$ cat config.mk
export PLATFORM = sky130hd
export DESIGN_NAME = los_monitor
export DESIGN_NICKNAME = d
export VERILOG_FILES = /design/src/rtl/los_pkg.sv /design/src/rtl/los_regs.sv /design/src/rtl/los_zero_run.sv /design/src/rtl/los_clear.sv /design/src/rtl/los_monitor.sv
export SDC_FILE = /design/constraint.sdc
export NUM_CORES = 1
export LEC_CHECK = 0
export ABC_AREA = 1
export ABC_CLOCK_PERIOD_IN_PS = 5200
export BUFFER_PORTS_ARGS = -buffer_cell sky130_fd_sc_hd__buf_2
export CELL_PAD_IN_SITES_DETAIL_PLACEMENT = 1
export CELL_PAD_IN_SITES_GLOBAL_PLACEMENT = 1
export CORE_MARGIN = 10
export CORE_UTILIZATION = 44
export DETAILED_ROUTE_END_ITERATION = 7
export GPL_ROUTABILITY_DRIVEN = 0
export PLACE_DENSITY_LB_ADDON = 0.08
export SYNTH_ARGS = -nofsm -noshare
export SYNTH_HDL_FRONTEND = slang
export SYNTH_SLANG_ARGS = --single-unit
export TNS_END_PERCENT = 10
$ cat constraint.sdc
create_clock -name clk -period 5.2 [get_ports clk]
set_input_delay 1.3 -clock clk [delete_from_list [all_inputs] [get_ports clk]]
set_output_delay 1.3 -clock clk [all_outputs]
set_load 0.02 [all_outputs]
$ cat src/rtl/los_pkg.sv
package los_pkg;

  typedef enum logic [1:0] {
    LA_MASK   = 2'd0,
    LA_THR    = 2'd1,
    LA_E3LEN  = 2'd2,
    LA_STATUS = 2'd3
  } los_addr_e;

  // limit a register setting to the legal range of the active rule set
  function automatic int fit_range(input int v, input int lo, input int hi);
    if (v < lo) return lo;
    if (v > hi) return hi;
    return v;
  endfunction

  // density test: more than one third of the window must be ones
  function automatic logic dense_enough(input int ones, input int len);
    return (ones * 3) > len;
  endfunction

endpackage

$ cat src/rtl/los_regs.sv
module los_regs #(
  parameter int W          = 8,
  parameter int DEF_THR    = 175,
  parameter int DEF_E3_LEN = 32
) (
  input  logic         clk,
  input  logic         rst,
  input  logic         wr_en,
  input  logic [1:0]   addr,
  input  logic [W-1:0] wdata,
  input  logic [2:0]   status,
  output logic [W-1:0] rdata,
  output logic         dig_dis,
  output logic         ana_dis,
  output logic [W-1:0] thr_raw,
  output logic [W-1:0] e3_raw
);
  import los_pkg::*;

  always_ff @(posedge clk) begin
    if (rst) begin
      dig_dis <= 1'b0;
      ana_dis <= 1'b0;
      thr_raw <= W'(DEF_THR);
      e3_raw  <= W'(DEF_E3_LEN);
    end else if (wr_en) begin
      unique case (los_addr_e'(addr))
        LA_MASK:   begin dig_dis <= wdata[0]; ana_dis <= wdata[1]; end
        LA_THR:    thr_raw <= wdata;
        LA_E3LEN:  e3_raw  <= wdata;
        default:   ;
      endcase
    end
  end

  always_comb begin
    unique case (los_addr_e'(addr))
      LA_MASK:  rdata = W'({ana_dis, dig_dis});
      LA_THR:   rdata = thr_raw;
      LA_E3LEN: rdata = e3_raw;
      default:  rdata = W'(status);
    endcase
  end

endmodule

$ cat src/rtl/los_zero_run.sv
module los_zero_run #(
  parameter int W = 8
) (
  input  logic         clk,
  input  logic         rst,
  input  logic         restart,
  input  logic         valid,
  input  logic         bit_in,
  input  logic [W-1:0] thr_eff,
  output logic         hit
);
  logic [W-1:0] zrun, thr_lat, lim;
  logic [W:0]   zrun_nxt;
  logic         run_start;

  assign run_start = (zrun == '0);
  assign lim       = run_start ? thr_eff : thr_lat;
  assign zrun_nxt  = {1'b0, zrun} + 1'b1;
  assign hit       = valid && !restart && !bit_in && (zrun_nxt == {1'b0, lim});

  always_ff @(posedge clk) begin
    if (rst || restart) begin
      zrun    <= '0;
      thr_lat <= '0;
    end else if (valid) begin
      if (bit_in) begin
        zrun <= '0;
      end else begin
        if (run_start) thr_lat <= thr_eff;
        zrun <= hit ? '0 : zrun_nxt[W-1:0];
      end
    end
  end


  run_wrap_chk: assert property (@(posedge clk) disable iff (rst)
    hit |=> (zrun == '0));


  run_hold_chk: assert property (@(posedge clk) disable iff (rst)
    (!valid && !restart) |=> $stable(zrun));

endmodule

$ cat src/rtl/los_clear.sv
module los_clear #(
  parameter int W = 8
) (
  input  logic         clk,
  input  logic         rst,
  input  logic         restart,
  input  logic         valid,
  input  logic         bit_in,
  input  logic         e3,
  input  logic         los_on,
  input  logic         hit,
  input  logic [W-1:0] win_eff,
  input  logic [W-1:0] e3_eff,
  output logic         clr_evt
);
  import los_pkg::*;

  logic [W-1:0] cnt, ones, len_lat, len_use;
  logic [W:0]   cnt_nxt, ones_nxt;
  logic         starting, win_end, e3_done;

  assign starting = (cnt == '0);
  assign len_use  = starting ? (e3 ? e3_eff : win_eff) : len_lat;
  assign cnt_nxt  = {1'b0, cnt} + 1'b1;
  assign ones_nxt = {1'b0, ones} + {{W{1'b0}}, bit_in};
  assign win_end  = valid && !e3 && (cnt_nxt == {1'b0, len_use});
  assign e3_done  = valid && e3 && !starting && !hit && (cnt_nxt == {1'b0, len_use});
  assign clr_evt  = los_on && !restart &&
                    (e3 ? e3_done : (win_end && dense_enough(int'(ones_nxt), int'(len_use))));

  always_ff @(posedge clk) begin
    if (rst || restart || !los_on) begin
      cnt     <= '0;
      ones    <= '0;
      len_lat <= '0;
    end else if (valid) begin
      if (starting) len_lat <= e3 ? e3_eff : win_eff;
      if (e3) begin
        if (starting)             cnt <= bit_in ? W'(1) : '0;
        else if (hit || e3_done)  cnt <= '0;
        else                      cnt <= cnt_nxt[W-1:0];
      end else if (win_end) begin
        cnt  <= '0;
        ones <= '0;
      end else begin
        cnt  <= cnt_nxt[W-1:0];
        ones <= ones_nxt[W-1:0];
      end
    end
  end


  ones_bound_chk: assert property (@(posedge clk) disable iff (rst)
    ones <= cnt);


  e3_cancel_chk: assert property (@(posedge clk) disable iff (rst)
    (e3 && los_on && hit && !restart) |=> (cnt == '0));

endmodule

$ cat src/rtl/los_monitor.sv
module los_monitor #(
  parameter int W          = 8,
  parameter int DEF_THR    = 175,
  parameter int DEF_E3_LEN = 32,
  parameter int DS3_MIN    = 100,
  parameter int DS3_MAX    = 250,
  parameter int E3_MIN     = 10,
  parameter int E3_MAX     = 255
) (
  input  logic         clk,
  input  logic         rst,
  input  logic         bit_valid,
  input  logic         bit_in,
  input  logic         e3_mode,
  input  logic         alos_in,
  input  logic         reg_wr,
  input  logic [1:0]   reg_addr,
  input  logic [W-1:0] reg_wdata,
  output logic [W-1:0] reg_rdata,
  output logic         rlos
);
  import los_pkg::*;

  localparam int THR_LO = 0;

  logic         dig_dis, ana_dis, dlos, mode_q, restart, hit, clr_evt;
  logic [W-1:0] thr_raw, e3_raw, thr_eff, e3_eff;
  logic [2:0]   status;

  assign restart = (e3_mode != mode_q);
  assign thr_eff = W'(fit_range(int'(thr_raw) + THR_LO,
                                e3_mode ? E3_MIN : DS3_MIN,
                                e3_mode ? E3_MAX : DS3_MAX));
  assign e3_eff  = W'(fit_range(int'(e3_raw), E3_MIN, E3_MAX));
  assign rlos    = (dlos && !dig_dis) || (alos_in && !ana_dis);
  assign status  = {rlos, alos_in, dlos};

  always_ff @(posedge clk) begin
    if (rst) mode_q <= e3_mode;
    else     mode_q <= e3_mode;
  end

  always_ff @(posedge clk) begin
    if (rst)                  dlos <= 1'b0;
    else if (!dlos && hit)    dlos <= 1'b1;
    else if (dlos && clr_evt) dlos <= 1'b0;
  end

  los_regs #(.W(W), .DEF_THR(DEF_THR), .DEF_E3_LEN(DEF_E3_LEN)) u_regs (
    .clk(clk), .rst(rst), .wr_en(reg_wr), .addr(reg_addr), .wdata(reg_wdata),
    .status(status), .rdata(reg_rdata), .dig_dis(dig_dis), .ana_dis(ana_dis),
    .thr_raw(thr_raw), .e3_raw(e3_raw)
  );

  los_zero_run #(.W(W)) u_run (
    .clk(clk), .rst(rst), .restart(restart), .valid(bit_valid), .bit_in(bit_in),
    .thr_eff(thr_eff), .hit(hit)
  );

  los_clear #(.W(W)) u_clr (
    .clk(clk), .rst(rst), .restart(restart), .valid(bit_valid), .bit_in(bit_in),
    .e3(e3_mode), .los_on(dlos), .hit(hit), .win_eff(thr_eff), .e3_eff(e3_eff),
    .clr_evt(clr_evt)
  );


  dlos_rise_chk: assert property (@(posedge clk) disable iff (rst)
    $rose(dlos) |-> $past(hit));


  dlos_fall_chk: assert property (@(posedge clk) disable iff (rst)
    ($fell(dlos) && !$past(rst)) |-> $past(clr_evt));


  both_mask_chk: assert property (@(posedge clk) disable iff (rst)
    (dig_dis && ana_dis) |-> !rlos);


  rlos_src_chk: assert property (@(posedge clk) disable iff (rst)
    rlos |-> (dlos || alos_in));


  restart_chk: assert property (@(posedge clk) disable iff (rst)
    restart |=> $stable(dlos));

endmodule

# Word level (Yosys, flattened, before mapping)
# Index checks and enable logic that the tools add are counted.
# totals
register_bits	60
input_bits	17
out_inout_bits	9
elab_cells	90
# classes
addsub	3
n_mul	1
order_cmp	4
n_eq_ne	5
muxes	27
n_bitwise	2
n_reduce_logical	37
# ops
cell	n
$mux 8	14
$gt 32x9->1	1
$pmux 8 s3	1
$add 8x1->9 const B	2
$eq 9x8->1	2
$logic_and 1x1->1	16
$logic_not 8->1	2
$mux 7	2
$mul 9x2->11 const B	1
$reduce_and 2->1	5
$add 8x1->9	1
$gt 8x8->1	1
$logic_not 1->1	8
$lt 8x4->1 const B	1
$lt 8x7->1	1
$mux 1	8
$logic_or 1x1->1	4
$mux 4	1
$mux 3	1
$eq 2x1->1 const B	1
$eq 2x2->1 const B	1
$logic_not 2->1	1
$not 1->1	2
$reduce_bool 2->1	1
$ne 1x1->1	1

# Depth between registers and ports, before layout
# Gate-level depths: netlist (run 1).
# depth
ltp_word	17
ltp_mapped	23
mapped_depth_nobuf	22

# Modules after synthesis
# Synthesis (run 1) repeated with hierarchy kept, for this count alone.
# unflattened
hier_cells	877
hier_area_um2	5186.2
# by_module_without_submodules
module	n_inst	cells_per_inst	area_each_um2	seq_area_each_um2
los_clear	1	430	2503.7	480.5
los_zero_run	1	232	1342.5	320.3
los_regs	1	131	884.6	360.3
los_monitor	1	84	455.4	40.0

# Worst setup path after synthesis (run 1)
# No wires, ideal clock.
# synth_path
kind	input to register
from	input bit_in
to	register dlos
t_arrival_ns	4.063
path_slack_ns	1.020
cell_stages	20
path_buffers	0
cell_sequence	ha_1 -> ha_1 -> ha_1 -> fa_1 -> nand3_1 -> nand3_1 -> a21oi_1 -> o21ai_0 -> xnor2_1 -> inv_1 -> ha_1 -> nand4_1 -> inv_1 -> nand3_1 -> a21oi_1 -> nand2_1 -> nand3_1 -> nand3_1 -> nand2_1 -> a21oi_1
# synth_via
elab_chain_cells	10
word_cells_on_any_way	16
classes_between	1 x add/sub; 1 x mul; 1 x order compare; 2 x mux; 11 x reduce/logical
# synth_rtl
element	line_no	rtl
start: declaration	los_monitor.sv:13	input logic bit_in,
parallel branches: the longest is 10 deep, another holds $gt 32x9->1	--	
end signal: assignment	los_monitor.sv:44	if (rst) dlos <= 1'b0;
end signal: assignment	los_monitor.sv:45	else if (!dlos && hit) dlos <= 1'b1;
end signal: assignment	los_monitor.sv:46	else if (dlos && clr_evt) dlos <= 1'b0;
end: declaration	los_monitor.sv:26	logic dig_dis, ana_dis, dlos, mode_q, restart, hit, clr_evt;
# Several ways; the timed one is not identified.
# A chain may end at the register's enable or synchronous reset.

# Worst setup path after layout (run 1)
# Ends and elaborated chain as after synthesis.

==> results of run 1 <==
-- flip-flops by register name, summed over array words and instances, names as in the netlist --
name and count:
u_clr.len_lat 8, u_run.zrun 8, dlos 1, u_clr.cnt 8, u_run.thr_lat 8, mode_q 1, u_regs.dig_dis 1, u_regs.ana_dis 1
u_regs.e3_raw 8, u_regs.thr_raw 8, u_clr.ones 8
-- power by group --
| group | internal (uW) | switching (uW) | total, uW |
|---|---|---|---|
| Sequential | 470 | 9.19 | 480 |
| Combinational | 52.1 | 115 | 167 |
| Clock | 161 | 190 | 351 |
| Total | 684 | 314 | 998 |
-- routing by layer --
| layer | track usage | part of all wire | up-vias |
|---|---|---|---|
| li1 | - | - | 2267 |
| met1 | 0.210 | 0.45 | 2158 |
| met2 | 0.344 | 0.51 | 38 |
| met3 | 0.0279 | 0.021 | 17 |
| met4 | 0.0716 | 0.020 | 0 |
| met5 | 0 | 0 | - |
-- kinds of logic after synthesis --
kind of cell | after synthesis
XOR/XNOR | 19
flip-flops | 60
buffers and inverters | 124
adder cells (fa/ha/maj) | 30
AO/OA/AOI/OAI | 120
AND/OR/NAND/NOR | 330
-- cell type report --
| type | instances | area (sq um) |
|---|---|---|
| well taps | 133 | 166 |
| repair buffers | 26 | 133 |
| clock buffers | 9 | 124 |
| clock inverters | 4 | 20.0 |
| flip-flops and latches | 60 | 1200 |
| inverters | 110 | 413 |
| fillers | 1379 | 4990 |
| multi-input cells | 499 | 2730 |
-- worst min-delay path, cell delays in order (launching register included) --
cell and delay (ps):
dfxtp_1 320, nand2_1 70, a21oi_1 60
-- Yosys cell counts, types with 2 or more instances --
cell / n
nand2_1: 165
inv_1: 97
nand3_1: 72
dfxtp_1: 60
a21oi_1: 52
nor2_1: 50
o21ai_0: 34
ha_1: 29
xor2_1: 18
o211ai_1: 14
inv_2: 11
clkbuf_1: 7
nand4_1: 6
nor3_1: 6
o22ai_1: 6
nand2_2: 5
nand3b_1: 5
nor2_2: 5
a21oi_2: 4
o21ai_1: 4
nand3_2: 3
buf_2: 2
buf_4: 2
buf_6: 2
clkinv_1: 2
nand2_4: 2
nor2_4: 2
nor3_2: 2
o21ai_2: 2
or2_2: 2
-- metrics by stage --
| stage | setup WS, ps | cell area, sq um |
|---|---|---|
| final | 861 | 4780 |
| after CTS | 871 | 4780 |
| after floorplan | 1020 | 4420 |
| after global routing | 570 | 4780 |
| after detailed placement | 502 | 4640 |
| after global placement | 709 | 4640 |
-- final timing paths --
check                              startpoint       endpoint  slack, ps  depth (start not counted)
worst max-delay path                   bit_in           dlos        860                         21
worst min-delay path            u_clr.ones[0]  u_clr.ones[0]        490                          2
worst max register to register  u_clr.ones[0]           dlos       1620                         20
worst min register to register  u_clr.ones[0]  u_clr.ones[0]        490                          2
==> run metrics, run 1 <==
status=finished, final reports clean; worst-margin pin slew=749 ps; most common cell after layout, fill and taps aside=nand2_1; Synth-to-Final Area Change=8.27%; row count=36; initial antenna violation count=0; DR iter-0 viols=about 200; Worst Setup Start Kind=input port; cells after synthesis=683; Core Region=around 9800 sq um; Leak Pwr=about 0.0024 uW; minimum clock period=between 4000 and 5000 ps; post-synthesis xor/xnor area fraction=0.0377; Syn Nets=730; EDFF count, synth=0; CP peak stage delay=between 400 and 500 ps; clock skew=between 10 and 15 ps; Async SR Flop Fraction=0; largest net degree at the start of global routing=22; CP Data Required Time=between 5000 and 6000 ps; Synth Area in Adders=0.0867; first-pass GRT wire length=roughly 22000 microns; # resized after CTS=0; dpl hpwl=10300 microns; Final Hold Fails=0; worst path buffer plus inverter count=3; Clock transition at path regs=70 ps; maximum fanout along the worst path=4; die width=120 microns; CP dominant cell by count=nand3_1; Hold WC Path Type=reg -> reg; crit share post-route=0.834; maxcap violations=0; Inserted Diodes=0; Max Freq=roughly 230 MHz; Synth Warn #=0; post-CTS setup buffers=0; CP top delay family=adder cells; RSZ-0062 raised after global routing=no; GRT Util Overall=0.186; Die ar.=around 14000 sq um; Post-CTS Hold Buffers=0; Root Buffer=clkbuf_8; synthesized cell area=around 4400 sq um; WL final=12900 microns; synthesized area per cell=about 6.5 sq um; max-slew violation count=0; # IOs=26; largest family of logic cells by synthesized area=simple AND/OR/NAND/NOR gates; total setup violations reported at the end of the flow=0; via count=4480; commonest non-fill, non-tap cells in the layout=nand2_1 (165), inv_1 (97), nand3_1 (72), dfxtp_1 (60), a21oi_1 (52); number of synthesized register bits=60; Num CTS Buffers=9; VDD IR max=between 90 and 100 uV; Slew headroom=0.499; die extent in y=roughly 120 microns; share of layout cells above drive strength 1=0.114; simple-gate share of the synthesized area=0.337; CTS tree=done; dpl cells=a little over 800; Setup TNS Final=0 ps; Synth Area in Compound Gates=0.155; ys flop type=dfxtp_1; critical path's slowest cell=fa_1; H-Tree Depth=3; total clock sinks=60; top cell type by total area after synthesis=dfxtp_1; mux contribution to synthesized area=0; largest cells by area after synthesis=dfxtp_1 (27%), nand2_1 (14%), inv_1 (8.2%); Final nets=about 750; GR Overflow Total=0; critical path class=in -> reg; Detail Route Antenna Nets=0; Buffers on Ports=25; Skew-Pair Late Insertion Delay=between 300 and 400 ps; post-synth cell types=42; drt via density=about 5.3; CP endpoint kind=flip-flop; worst path cell trace=buf_2 -> ha_1 -> ha_1 -> ha_1 -> fa_1 -> nand3_1 -> nand3_1 -> a21oi_1 -> o21ai_0 -> xnor2_1 -> inv_1 -> ha_1 -> nand4_1 -> inv_1 -> nand3_1 -> a21oi_1 -> nand2_1 -> nand3_1 -> nand3_1 -> nand2_1 -> a21oi_1; final core utilization=0.489; Initial Utilization=0.452; non-filler instance count after layout=between 800 and 900; maximum buffer depth of the clock tree=2; Cell Pwr Density=approximately 210 nW/um^2; final hold slack=about 500 ps; Seq/Total Area, Yosys=0.272; number of global-route vias before repair=4678; total power=around 1000 uW; critical path arrival=between 4000 and 5000 ps; routed len/inst=between 15 and 20 microns; DRC Markers=0; 1st-pass router iterations=4; post-synth top area share=0.272
No activity file was read; power rests on OpenSTA's default activity.
==> run 2: changes to the inputs <==
--- a/config.mk
+++ b/config.mk
@@ -6,12 +6,12 @@
 export NUM_CORES = 1
 export LEC_CHECK = 0
 export ABC_AREA = 1
-export ABC_CLOCK_PERIOD_IN_PS = 5200
+export ABC_CLOCK_PERIOD_IN_PS = 3800
 export BUFFER_PORTS_ARGS = -buffer_cell sky130_fd_sc_hd__buf_2
 export CELL_PAD_IN_SITES_DETAIL_PLACEMENT = 1
 export CELL_PAD_IN_SITES_GLOBAL_PLACEMENT = 1
 export CORE_MARGIN = 10
-export CORE_UTILIZATION = 44
+export CORE_UTILIZATION = 40
 export DETAILED_ROUTE_END_ITERATION = 7
 export GPL_ROUTABILITY_DRIVEN = 0
 export PLACE_DENSITY_LB_ADDON = 0.08
==> constraint.sdc (replaced) <==
create_clock -name clk -period 3.8 [get_ports clk]
set_input_delay 0.95 -clock clk [delete_from_list [all_inputs] [get_ports clk]]
set_output_delay 0.95 -clock clk [all_outputs]
set_load 0.02 [all_outputs]
==> run 2 against run 1 <==
  * Count of clock-buffer cells in the layout increased by 4
  * Sequential power grew 37%
  * Setup slack got worse by 540 ps
  * Worst hold slack worse by 19 ps
  * Routed wire length is 3.2% higher
  * Highest routed layer unchanged
==> run metrics, run 2 (synthesis results as in run 1) <==
Worst Setup Start Kind=input port; worst-margin pin slew=a little under 600 ps; CP endpoint kind=flip-flop; commonest non-fill, non-tap cells in the layout=nand2_1 (165), inv_1 (97), nand3_1 (70), dfxtp_1 (60); post-CTS setup buffers=0; WL final=13300 microns; initial antenna violation count=0; die extent in y=125 microns; DR iter-0 viols=between 200 and 250; Initial Utilization=0.407; Die ar.=approximately 16000 sq um; GR Overflow Total=0; Num CTS Buffers=9; Leak Pwr=0.00254 uW; Switching Fraction=0.296; fillers=1470; row count=38; most common cell after layout, fill and taps aside=nand2_1; Post-CTS Hold Buffers=0; die width=125 microns; total setup violations reported at the end of the flow=0; Synth-to-Final Area Change=14.7%; # IOs=26; number of global-route vias before repair=~4.7k; Core Region=10800 sq um; Hold WC Path Type=reg -> reg; Worst setup startpoint=bit_in; routed len/inst=about 15 microns; worst r2r src=u_clr.ones[0]; total power=approximately 1500 uW; internal power=1040 uW; final worst slack=about 320 ps; Flop pwr share=0.446; RSZ-0062 raised after global routing=no; Cell Pwr Density=between 200 and 300 nW/um^2; share of layout cells above drive strength 1=0.155; combinational power share=0.157; maxcap violations=0; Skew-Pair Late Insertion Delay=between 300 and 400 ps; non-filler instance count after layout=870; Final nets=around 770; critical path class=in -> reg; dpl hpwl=roughly 11000 microns; Setup WS pre-CTS=-356 ps; Final Hold Fails=0; H-Tree Depth=3; minimum clock period=~3500 ps; Setup TNS Final=0 ps; Detail Route Antenna Nets=0; drt via density=just over 5; 1st-pass router iterations=4; Net Switching=around 440 uW; max-slew violation count=0; maximum fanout along the worst path=3; DRC Markers=0; largest net degree at the start of global routing=20; total clock sinks=60; Clock transition at path regs=roughly 70 ps; CTS tree=done; status=finished, final reports clean; via count=between 4k and 5k; final core utilization=0.467; CP Data Required Time=between 4000 and 5000 ps; hold path start=u_clr.ones[0]; Max Freq=around 290 MHz; clock network power share=0.396; Root Buffer=clkbuf_8; critical path arrival=about 3800 ps; Buffers on Ports=25; GRT Util Overall=0.173; crit share post-route=0.916; Inserted Diodes=0; dpl cells=855; VDD IR max=approximately 220 uV; clock skew=between 10 and 15 ps; maximum buffer depth of the clock tree=2; Slew headroom=0.614; first-pass GRT wire length=between 20000 and 25000 microns
-- run 2: changes by cell type in the layout (fill, tap and decap cells not counted), moves of 2 or more --
cell / change
a21oi_1: -2
ha_1: -4
nand3_1: -2
clkinv_2: -3
clkbuf_1: +3
xor2_2: +2
xor2_1: -2
a21oi_2: +2
o21ai_0: -2
nand3_2: +2
buf_4: +20
ha_4: +3
-- run 2: final cells by class --
type / count / area, sq um / share of cell area
Clock buffer: 13 / 149 / 0.0294
Clock inverter: 2 / 35.0 / 0.00692
Inverter: 110 / 413 / 0.0815
Multi-Input combinational cell: 499 / 2810 / 0.555
Sequential cell: 60 / 1200 / 0.237
Tap cell: 140 / 175 / 0.0346
Timing Repair Buffer: 46 / 283 / 0.0558
-- run 2: worst max-delay path, cell delays in order --
cell,delay [ps]
buf_2,110
ha_1,230
ha_4,230
ha_2,200
fa_2,400
nand3_1,110
nand3_2,80
a21oi_2,120
o21ai_1,80
xnor2_1,130
inv_1,60
ha_1,300
nand4_1,130
inv_1,70
nand3_1,70
a21oi_2,130
nand4_1,100
nand3_1,90
nand2_1,50
a21oi_1,140
-- run 2: final timing paths --
check / end / slack, ps / depth (start not counted)
hold reg to reg: u_clr.ones[0] / 470 / 2
setup reg to reg: dlos / 720 / 19
hold / removal: u_clr.ones[0] / 470 / 2
setup / recovery: dlos / 320 / 20
-- run 2: power groups by stage --
stage | clock network (uW) | registers, uW | logic [uW]
floorplan | 0 | 666 | 160
global placement | 0 | 670 | 225
detailed placement | 0 | 671 | 232
CTS | 600 | 656 | 233
global route | 629 | 658 | 264
finish | 583 | 657 | 232
-- run 2: metal layers --
| layer | vias to the layer above | routed length, microns | part of all wire | global-route usage |
|---|---|---|---|---|
| li1 | 2300 | - | - | - |
| met1 | 2114 | 6290 | 0.47 | 0.212 |
| met2 | 39 | 6590 | 0.49 | 0.302 |
| met3 | 13 | 265 | 0.020 | 0.0275 |
| met4 | 0 | 204 | 0.015 | 0.0589 |
| met5 | - | 0 | 0 | 0 |
-- run 2: per-stage QoR --
stage	hold WS [ps]	area, sq um
floorplan	445	4420
global placement	460	4800
detailed placement	464	4800
CTS	476	4980
global route	502	5060
finish	472	5060
-- run 2: timing repair --
item / in CTS / in global routing
endpoints found under the hold margin: 0 / 0
resized for setup: 0 / 15
setup endpoints to repair: 0 / 1
